[config.mk]
export PLATFORM = sky130hd
export DESIGN_NAME = vec_round_integral
export DESIGN_NICKNAME = d
export VERILOG_FILES = /design/src/rtl/vec_round_pkg.sv /design/src/rtl/vec_round_decode.sv /design/src/rtl/vec_round_lane.sv /design/src/rtl/vec_round_integral.sv
export SDC_FILE = /design/constraint.sdc
export NUM_CORES = 1
export LEC_CHECK = 0
export ABC_AREA = 1
export CAP_MARGIN = 20
export CORE_MARGIN = 4
export CORE_UTILIZATION = 50
export CTS_BUF_LIST = sky130_fd_sc_hd__clkbuf_8
export CTS_CLUSTER_SIZE = 8
export DETAILED_ROUTE_END_ITERATION = 12
export GPL_TIMING_DRIVEN = 0
export PLACE_DENSITY = 0.77
export SETUP_SLACK_MARGIN = 0.1
export SLEW_MARGIN = 20
export SYNTH_ARGS = -nofsm -noshare
export SYNTH_HDL_FRONTEND = slang
export SYNTH_SLANG_ARGS = --single-unit
[constraint.sdc]
create_clock -name clk_i -period 1.85 [get_ports clk_i]
set_clock_uncertainty 0.15 [all_clocks]
set_input_delay 0.2775 -clock clk_i [delete_from_list [all_inputs] [get_ports clk_i]]
set_output_delay 0.2775 -clock clk_i [all_outputs]
set_load 0.02 [all_outputs]
[src/rtl/vec_round_pkg.sv]
package vec_round_pkg;
  localparam int LANE_W = 32;
  localparam int EXP_W  = 8;
  localparam int MAN_W  = 23;
  localparam int BIAS   = 127;

  localparam logic [5:0]  PRIMARY_OP = 6'd4;
  localparam logic [10:0] XO_CEIL    = 11'd650;
  localparam logic [10:0] XO_FLOOR   = 11'd714;
  localparam logic [10:0] XO_TRUNC   = 11'd586;

  typedef enum logic [1:0] {
    RND_CEIL  = 2'd0,
    RND_FLOOR = 2'd1,
    RND_TRUNC = 2'd2
  } rnd_mode_e;
endpackage

[src/rtl/vec_round_decode.sv]
module vec_round_decode
  import vec_round_pkg::*;
(
  input  logic [31:0] instr_i,
  output logic        legal_o,
  output rnd_mode_e   mode_o
);
  logic [5:0]  prim;
  logic [4:0]  mid;
  logic [10:0] xo;
  logic        form_ok;

  assign prim    = instr_i[31:26];
  assign mid     = instr_i[20:16];
  assign xo      = instr_i[10:0];
  assign form_ok = (prim == PRIMARY_OP) && (mid == '0);

  always_comb begin
    legal_o = 1'b0;
    mode_o  = RND_TRUNC;
    if (form_ok) begin
      unique case (xo)
        XO_CEIL:  begin legal_o = 1'b1; mode_o = RND_CEIL;  end
        XO_FLOOR: begin legal_o = 1'b1; mode_o = RND_FLOOR; end
        XO_TRUNC: begin legal_o = 1'b1; mode_o = RND_TRUNC; end
        default:  legal_o = 1'b0;
      endcase
    end
  end

  // a legal decode always implies the primary opcode and zero middle field
  always_comb begin
    p_legal_form_r1: assert (!legal_o || form_ok);
  end
endmodule

[src/rtl/vec_round_lane.sv]
module vec_round_lane
  import vec_round_pkg::*;
(
  input  rnd_mode_e         mode_i,
  input  logic [LANE_W-1:0] a_i,
  output logic [LANE_W-1:0] y_o
);
  localparam logic [EXP_W-1:0]  EXP_ALL  = '1;
  localparam logic [EXP_W-1:0]  EXP_ONE  = EXP_W'(BIAS);
  localparam logic [EXP_W-1:0]  EXP_INTG = EXP_W'(BIAS + MAN_W);
  localparam logic [LANE_W-2:0] MAG_ONE  = {EXP_ONE, {MAN_W{1'b0}}};

  logic                 sgn;
  logic [EXP_W-1:0]     expo;
  logic [MAN_W-1:0]     man;
  logic [MAN_W-1:0]     frac_mask;
  logic [EXP_W-1:0]     shamt;
  logic                 away;
  logic                 lost;
  logic [LANE_W-2:0]    mag;

  assign sgn  = a_i[LANE_W-1];
  assign expo = a_i[LANE_W-2 -: EXP_W];
  assign man  = a_i[MAN_W-1:0];
  assign away = (mode_i == RND_CEIL && !sgn) || (mode_i == RND_FLOOR && sgn);

  always_comb begin
    shamt     = expo - EXP_ONE;
    frac_mask = '0;
    lost      = 1'b0;
    mag       = a_i[LANE_W-2:0];
    y_o       = a_i;
    if (expo == EXP_ALL) begin
      if (man != '0) y_o = a_i | (LANE_W'(1) << (MAN_W - 1));
    end else if (expo >= EXP_INTG) begin
      y_o = a_i;
    end else if (expo < EXP_ONE) begin
      if (a_i[LANE_W-2:0] != '0)
        y_o = away ? {sgn, MAG_ONE} : {sgn, {(LANE_W-1){1'b0}}};
    end else begin
      frac_mask = {MAN_W{1'b1}} >> shamt;
      lost      = |(man & frac_mask);
      mag       = {expo, man & ~frac_mask};
      // unit increment; mantissa carry ripples into the exponent field
      if (away && lost)
        mag = mag + {{EXP_W{1'b0}}, frac_mask} + (LANE_W-1)'(1);
      y_o = {sgn, mag};
    end
  end

  always_comb begin
    // truncation never grows a non-NaN magnitude
    p_trunc_shrink_r4: assert (mode_i != RND_TRUNC || expo == EXP_ALL ||
                               y_o[LANE_W-2:0] <= a_i[LANE_W-2:0]);
    // sign survives for every lane
    p_sign_kept_r6: assert (y_o[LANE_W-1] == sgn);
  end
endmodule

[src/rtl/vec_round_integral.sv]
module vec_round_integral
  import vec_round_pkg::*;
#(
  parameter int LANES = 4,
  localparam int VEC_W = LANES * LANE_W
) (
  input  logic             clk_i,
  input  logic             rst_ni,
  input  logic             in_valid_i,
  output logic             in_ready_o,
  input  logic [31:0]      instr_i,
  input  logic [VEC_W-1:0] src_i,
  output logic             out_valid_o,
  output logic [4:0]       dst_idx_o,
  output logic [VEC_W-1:0] result_o,
  output logic             illegal_o
);
  logic             legal;
  rnd_mode_e        mode;
  logic [VEC_W-1:0] rounded;
  logic             take;

  vec_round_decode u_decode (
    .instr_i (instr_i),
    .legal_o (legal),
    .mode_o  (mode)
  );

  for (genvar g = 0; g < LANES; g++) begin : g_lane
    vec_round_lane u_lane (
      .mode_i (mode),
      .a_i    (src_i[g*LANE_W +: LANE_W]),
      .y_o    (rounded[g*LANE_W +: LANE_W])
    );
  end

  assign in_ready_o = 1'b1;
  assign take       = in_valid_i && legal;

  always_ff @(posedge clk_i or negedge rst_ni) begin
    if (!rst_ni) begin
      out_valid_o <= 1'b0;
      illegal_o   <= 1'b0;
      dst_idx_o   <= '0;
      result_o    <= '0;
    end else begin
      out_valid_o <= take;
      illegal_o   <= in_valid_i && !legal;
      if (take) begin
        dst_idx_o <= instr_i[25:21];
        result_o  <= rounded;
      end
    end
  end

  p_excl_r9: assert property (@(posedge clk_i) disable iff (!rst_ni)
    !(out_valid_o && illegal_o));
  p_drop_flag_r9: assert property (@(posedge clk_i) disable iff (!rst_ni)
    (in_valid_i && !legal) |=> (illegal_o && !out_valid_o));
  p_drop_hold_r9: assert property (@(posedge clk_i) disable iff (!rst_ni)
    (in_valid_i && !legal) |=> $stable(result_o));
  p_issue_r10: assert property (@(posedge clk_i) disable iff (!rst_ni)
    (in_valid_i && legal) |=> (out_valid_o && dst_idx_o == $past(instr_i[25:21])));
  p_pulse_r9: assert property (@(posedge clk_i) disable iff (!rst_ni)
    (illegal_o && !in_valid_i) |=> !illegal_o);
endmodule

==> results of run 1 <==
per-stage QoR:
step / area (um2) / instances / hold slack (ns)
4_1_cts: 25860 / 3878 / 0.01901
3_5_place_dp: 20930 / 3595 / 0.04268
3_3_place_gp: 20890 / 3594 / 0.3121
2_1_floorplan: 17490 / 2873 / -0.1681
timing repair:
| action | in CTS |
|---|---|
| gates cloned | 19 |
| endpoints found under the setup margin | 269 |
| resized for setup | 989 |
| hold buffers | 1 |
| setup buffers | 233 |
| pin swaps | 378 |
| endpoints found under the hold margin | 131 |
cells by family after synthesis:
logic type,after synthesis
DFF,135
AOI/OAI and AO/OA,307
and+or+nand+nor,1978
buffers and inverters,399
other,1
adders and majority gates,12
xor gates and xnor gates,41
layer usage:
metal | GRT overflow | track usage [%]
met1 | 0 | 66.64
met4 | 1 | 61.21
met3 | 0 | 52.31
met5 | 0 | 17.86
met2 | 0 | 84.58
==> qor.yml, run 1 <==
synth_top_area_share_pct: 26.73
synth_edf_count: 0
synth_common_cells: "nand2_1, nand3_1, inv_1, nor2_1, a21oi_1"
avgSynthCellArea_um2: 5.642
error: "[ERROR GRT-0232] Routing congestion too high. Check the congestion heatmap in the GUI."
io_buffers: 286
io_pins: 299
crit_endpoint: "result_o[91]$_DFFE_PN0P_/D"
rows: 65
synth_nets: 3048
initial_core_util_pct: 50.97
synth.mux.area_fraction_pct: 0
die_w_um: 188.0
synth_seq_cells: 135
grt_max_degree: 96
yosysUniqueCellTypes: 53
grt_overflow: 1
stop_stage: "global routing"
ys.flop_type: "dfrtp_1"
die_h_um: 188.0
yosysMostFrequentCell: "nand2_1"
synth-async-reset-ratio_pct: 100.0
cts_buffers: 17
status: "aborted with a tool error"
ys_seq_area_share_pct: 20.84
gr-usage-all-layers_pct: 66.54
synth_top_family_by_area: "simple AND/OR/NAND/NOR gates"
htree_levels: 4
mappedNetlistArea_um2: 16210
gp_congestion: 1.089
yosysTopAreaCell: "nand2_1"
yosys.area_share.simple_pct: 54.36
cts.sinks: 135
cts-root-buf: "clkbuf_8"
synth_xor_area_share_pct: 2.378
synthAdderAreaFrac_pct: 0.9264
clockBufferDepth: 2
synthCells: 2873
worst-endpoint-pin-kind: "register data pin"
synth_area_leaders: "nand2_1, dfrtp_1, nand3_1"
synth_compound_area_share_pct: 11.43
hpwlAfterDp_um: 58460
pre_cts_ws_ns: -2.650
yosys_warnings: 0
==> run 2: changes to the inputs <==
CORE_UTILIZATION = 35   (was 50)
CTS_BUF_LIST = default   (was sky130_fd_sc_hd__clkbuf_8)
CTS_CLUSTER_SIZE = default   (was 8)
PLACE_DENSITY = default   (was 0.77)
PLACE_DENSITY_LB_ADDON = 0.15   (was default)
SETUP_SLACK_MARGIN = default   (was 0.1)
==> qor.yml, run 2 <==
drtPass1Iterations: 5
wirelength_um: 88930
synth-async-reset-ratio_pct: 100.0  # unchanged
top_regs: "result_o x128, dst_idx_o x5"
final_util_pct: 61.34
grt_overflow: 0
drive_gt1_share_pct: 38.65
status: "complete, but fails checks"  # was aborted with a tool error
fin_area_um2: 27960
r2r-start: "result_o[10]"
setup_ws_ns: -0.9113
rows: 78  # was 65
layout_common_cells: "nand2_1, buf_4, inv_1"
area_growth_pct: 72.50
mappedNetlistArea_um2: 16210  # unchanged
grt_setup_unrepaired: "true"
yosysUniqueCellTypes: 53  # unchanged
post-route-period-util_pct: 149.3
finalNonFillerCells: 4122
die-area_um2: 49820
clk_pin_slew_ns: 0.07
grt_pass1_vias: 21770
min_period_ns: 2.761
worstSetupStartpoint: "src_i[29]"
crit_type: "in -> reg"
layout_commonest_cell: "nand2_1"
holdCritStartpoint: "src_i[58]"
hp-class: "in -> reg"
gp_congestion: 1.040  # was 1.089
synth_edf_count: 0  # unchanged
routed.top_layer: "met5"
insertion_delay_ns: 0.48
yosysMostFrequentCell: "nand2_1"  # unchanged
synth_area_leaders: "nand2_1, dfrtp_1, nand3_1"  # unchanged
endpoint_kind: "flop"
ys.flop_type: "dfrtp_1"  # unchanged
die_w_um: 223.2  # was 188.0 um
tightestPinTransition_ns: 0.8557
worstPathArrival_ns: 3.00
slew-limit-headroom_pct: 42.96
critPathLaunchType: "input port"
drtIter0Drc: 2266
cts_tree: "built"
yosysTopAreaCell: "nand2_1"  # unchanged
cts.sinks: 135  # unchanged
core_um2: 45580
grt_pass1_wl_um: 130300
ys_seq_area_share_pct: 20.84  # unchanged
crit_required_ns: 2.09
largest_reg_flops: 128
regMostFlops: "result_o"
cts-root-buf: "clkbuf_16"  # was clkbuf_8
yosys_warnings: 0  # unchanged
dpl-instance-area_um2: 21110  # was 20930 um2
synth_common_cells: "nand2_1, nand3_1, inv_1, nor2_1, a21oi_1"  # unchanged
route.met3.wl_um: 7325
drv_slew: 0
synth_nets: 3048  # unchanged
nNetsFinal: 3681
violations: "negative setup slack"
antenna_left: 0
io_buffers: 286  # unchanged
route.detailed.drc: 0
io_pins: 299  # unchanged
cts_buffers: 17  # unchanged
place_inst: 3760  # was 3595
htree_levels: 4  # unchanged
powerDensity_nw_per_um2: 397.4
hold_viol: 0
irDropWorstVdd_mv: 0.5436
routed-via-count: 22700
max_freq_mhz: 362.1
clockBufferDepth: 2  # unchanged
synth_seq_cells: 135  # unchanged
post_drt_wl_per_cell_um: 21.57
synth_top_area_share_pct: 26.73  # unchanged
die_h_um: 223.2  # was 188.0 um
met2_wirelength_um: 41580
antenna_found_initial: 5
avgSynthCellArea_um2: 5.642  # unchanged
synthCells: 2873  # unchanged
initial_core_util_pct: 35.56  # was 50.97%
hpwlAfterDp_um: 65570  # was 58460 um
gr-usage-all-layers_pct: 33.61
total_leakage_power_nw: 14.07
p_total_mw: 11.11
grt_max_degree: 76
cap_violations: 0
via_per_inst: 5.508
crit_path_max_fanout: 6
finalSetupViolCount: 131
wl_met1_um: 36350
-- run 2: cell counts after synthesis --
Identical to the previous run, type by type.
-- run 2: critical path: stages --
cell      delay [ns]
clkbuf_4        0.16
nand2_1         0.09
nor2_2          0.17
nand2_2         0.11
nand2_4         0.09
nand2_4         0.06
nor2_8          0.21
buf_6           0.14
nand4_1         0.20
nand3_2         0.23
nand2_1         0.11
nor2_4          0.22
nand3_2         0.12
nor2_4          0.19
nand2_2         0.09
nor2_4          0.12
nand4_1         0.11
nand2_1         0.11
nand2_1         0.05
nand2_1         0.07
nand2_1         0.05
-- run 2: layout make-up --
type,instances,area (um2)
Inverter,308,1305
Clock buffer,18,429.2
Fill cell,4200,17620
Timing Repair Buffer,615,5851
Sequential cell,135,3378
Timing Repair inverter,1,16.27
Buffer,89,902.1
Multi-Input combinational cell,2339,15190
Clock inverter,14,126.4
Tap cell,600,750.7
Antenna cell,3,7.507
-- run 2: repair_timing --
item,CTS,global route
endpoints found under the hold margin,60,0
endpoints found under the setup margin,269,134
pin swaps,311,313
gates resized for setup,941,370
buffers inserted,216,102
gates cloned,15,0
hold buffers,1,0
-- run 2: worst paths after layout --
path / end / slack, ns / cells past startpoint
min in group asynchronous: result_o[59] / 0.14 / 2
worst max-delay path: result_o[28] / -0.91 / 21
worst max register to register: result_o[10] / 0.71 / 2
worst min register to register: result_o[69] / 0.32 / 2
max in group asynchronous: result_o[20] / 0.60 / 3
worst min-delay path: result_o[58] / 0.04 / 6
-- run 2: per-layer routing --
layer | GRT usage [%] | up-vias
li1 | - | 10580
met4 | 13.00 | 8
met5 | 0 | -
met1 | 44.07 | 10760
met3 | 6.763 | 215
met2 | 54.60 | 1143
-- run 2: report_power, final --
part           total, mW  switching [mW]  internal, mW
sequential          2.95        0.000229          2.95
combinational       4.71            2.93          1.78
clock               3.45            1.60          1.85
-- run 2: kinds of logic (layout without fill, tap and decap cells) --
| kind of cell | Yosys count | in the layout | synth area share [%] |
|---|---|---|---|
| buffers and inverters | 399 | 1045 | 10.04 |
| other | 1 | 4 | 0.02314 |
| AO/OA/AOI/OAI | 307 | 307 | 11.43 |
| flip-flops | 135 | 135 | 20.84 |
| adder cells (fa/ha/maj) | 12 | 12 | 0.9263 |
| AND/OR/NAND/NOR | 1978 | 1978 | 54.36 |
| XOR/XNOR | 41 | 41 | 2.378 |
-- run 2: per-stage QoR --
step / hold slack (ns) / worst slack (ns) / setup TNS, ns
4_1_cts: 0.01425 / -0.7605 / -77.19
3_3_place_gp: 0.3135 / -5.604 / -1047.46
5_1_grt: 0.06428 / -1.070 / -108.57
6_report: 0.03773 / -0.9113 / -91.86
3_5_place_dp: 0.09787 / -2.724 / -293.91
2_1_floorplan: -0.1681 / -0.9747 / -80.60
Power figures use the tool's default switching activity.
==> run 3: changes to the inputs <==
PLACE_DENSITY = 0.68   (was default)
PLACE_DENSITY_LB_ADDON = default   (was 0.15)
SKIP_LAST_GASP = 1   (was default)
==> qor.yml, run 3 (synthesis gave the netlist of run 2 again) <==
hpwlAfterDp_um: 61100  # was 65570 um
cp_cell_sequence: "buf_12 -> ha_4 -> nand2_8 -> nor2_4 -> nand2_2 -> nand2_2 -> nand2_4 -> nor2_8 -> buf_6 -> nand4_2 -> nand2_2 -> nand2_2 -> nand2_4 -> nand2_4 -> nor3_4 -> buf_4 -> xor2_1 -> nand2_1 -> nand2_1 -> nand3_1 -> a2bb2oi_2"  # was clkbuf_4 -> nand2_1 -> nor2_2 -> nand2_2 -> nand2_4 -> nand2_4 -> nor2_8 -> buf_6 -> nand4_1 -> nand3_2 -> nand2_1 -> nor2_4 -> nand3_2 -> nor2_4 -> nand2_2 -> nor2_4 -> nand4_1 -> nand2_1 -> nand2_1 -> nand2_1 -> nand2_1
routed-via-count: 23130  # was 22.70k
whs_ns: 0.05470  # was 0.03773 ns
place_inst: 3760  # unchanged
pre_cts_ws_ns: -2.607  # was -2.724 ns
max_freq_mhz: 357.5  # was 362.1 MHz
worstPathArrival_ns: 3.06  # was 3.00 ns
die-area_um2: 49820  # unchanged
nNetsFinal: 3695  # was 3681
io_buffers: 286  # unchanged
cts.sinks: 135  # unchanged
layout_common_cells: "nand2_1, buf_4, nand2_2"  # was nand2_1, buf_4, inv_1
drive_gt1_share_pct: 40.57  # was 38.65%
antenna_cells: 0  # was 3
die_h_um: 223.2  # unchanged
min_period_ns: 2.797  # was 2.761 ns
fin_area_um2: 29020  # was 27960 um2
post-route-period-util_pct: 151.2  # was 149.3%
cts_buffers: 17  # unchanged
hp-class: "in -> reg"  # unchanged
cpMostUsedCell: "nand2_2"  # was nand2_1
initial_core_util_pct: 35.56  # unchanged
layout_commonest_cell: "nand2_1"  # unchanged
gp_congestion: 1.026  # was 1.040
powerDensity_nw_per_um2: 399.9  # was 397.4 nW/um2
crit_required_ns: 2.11  # was 2.09 ns
path_delay_family: "simple AND/OR/NAND/NOR gates"  # unchanged
top_regs: "result_o x128, dst_idx_o x5"  # unchanged
post_drt_wl_per_cell_um: 21.24  # was 21.57 um
dpl-instance-area_um2: 21110  # about the same
io_pins: 299  # unchanged
grt_max_degree: 72  # was 76
route.met3.wl_um: 8425  # was 7325 um
p_total_mw: 11.61  # was 11.11 mW
hold_viol: 0  # unchanged
antenna_left: 0  # unchanged
setup_ws_ns: -0.9470  # was -0.9113 ns
insertion_delay_ns: 0.49  # was 0.48 ns
slowest_stage: "nor3_4"  # was nand3_2
routed.top_layer: "met5"  # unchanged
antenna_found_initial: 2  # was 5
grt_overflow: 0  # unchanged
tightestPinTransition_ns: 0.9274  # was 0.8557 ns
met2_wirelength_um: 39680  # was 41580 um
critPathLaunchType: "input port"  # unchanged
via_per_inst: 5.597  # was 5.508
crit_path_max_fanout: 5  # was 6
drv_slew: 0  # unchanged
crit_type: "in -> reg"  # unchanged
wl_met1_um: 34790  # was 36350 um
route.detailed.drc: 0  # unchanged
finalSetupViolCount: 131  # unchanged
endpoint_kind: "flop"  # unchanged
core_um2: 45580  # unchanged
clockBufferDepth: 2  # unchanged
rows: 78  # unchanged
die_w_um: 223.2  # unchanged
drtIter0Drc: 2572  # was 2266
grt_pass1_vias: 20950  # was 21.77k
grt_pass1_wl_um: 122600  # was 130300 um
area_growth_pct: 79.05  # was 72.50%
drtPass1Iterations: 8  # was 5
path_buf_inv: 3  # was 2
cts_tree: "built"  # unchanged
gr-usage-all-layers_pct: 31.39  # was 33.61%
irDropWorstVdd_mv: 0.6957  # was 0.5436 mV
total_leakage_power_nw: 16.36  # was 14.07 nW
status: "complete, but fails checks"  # unchanged
largest_reg_flops: 128  # unchanged
clk_pin_slew_ns: 0.07  # about the same
max_stage_delay_ns: 0.32  # was 0.23 ns
final_util_pct: 63.67  # was 61.34%
cts-root-buf: "clkbuf_16"  # unchanged
fin_setup_tns_ns: -97.24  # was -91.86 ns
finalNonFillerCells: 4132  # was 4122
htree_levels: 4  # unchanged
cap_violations: 0  # unchanged
grt_setup_unrepaired: "true"  # unchanged
wirelength_um: 87770  # was 88930 um
slew-limit-headroom_pct: 38.17  # was 42.96%
regMostFlops: "result_o"  # unchanged
violations: "negative setup slack"  # unchanged
-- run 3: changes by cell type in the layout (fill, tap and decap cells not counted), sizes merged, moves of 3 or more --
cell / delta
dlygate4sd2: -134
buf: +6
dlymetal6s2s: +141
bufinv: +3
clkinvlp: -5
clkbuf: +3
diode: -3
inv: +3
-- run 3: metal layers --
| layer | up-vias | global-route usage (%) |
|---|---|---|
| met3 | 342 | 6.434 |
| met1 | 10860 | 42.05 |
| li1 | 10580 | - |
| met2 | 1352 | 50.13 |
| met4 | 4 | 11.53 |
| met5 | - | 0 |
-- run 3: worst register-to-register path: cells and delay by family, from the launching register on --
kind	cells	cell delay (ns)
and+or+nand+nor	1	0.31
AOI/OAI and AO/OA	1	0.13
DFF	1	0.42
-- run 3: area by class of cell --
type,count,area [um2]
fillers,3921,16560
flip-flops and latches,135,3378
inverters,308,1321
multi-input cells,2339,15530
plain buffers,90,873.3
clock buffers,17,425.4
repair buffers,629,6525
clock inverters,14,211.5
well taps,600,750.7
-- run 3: power by group --
part           leakage [nW]  internal (mW)  total [mW]  switching (mW)
clock                 0.309           2.29        3.94            1.65
sequential             1.88           2.95        2.95        0.000296
combinational          14.2           1.77        4.72            2.95
-- run 3: path summary, 6_finish.rpt --
kind | startpoint | to | slack [ns] | depth (start not counted)
max | src_i[23] | result_o[5] | -0.95 | 21
min | src_i[61] | result_o[61] | 0.05 | 5
max reg2reg | result_o[10] | result_o[10] | 0.73 | 2
min reg2reg | result_o[106] | result_o[106] | 0.32 | 2
max in group asynchronous | rst_ni | result_o[102] | 0.56 | 3
min in group asynchronous | rst_ni | result_o[44] | 0.18 | 2
-- run 3: what timing repair did --
item / in CTS / in global routing
buffers inserted: 203 / 122
resized for setup: 636 / 756
setup endpoints to repair: 270 / 269
cloned: 13 / 10
pin swaps: 284 / 382
hold endpoints to repair: 64 / 0
hold buffers: 1 / 0
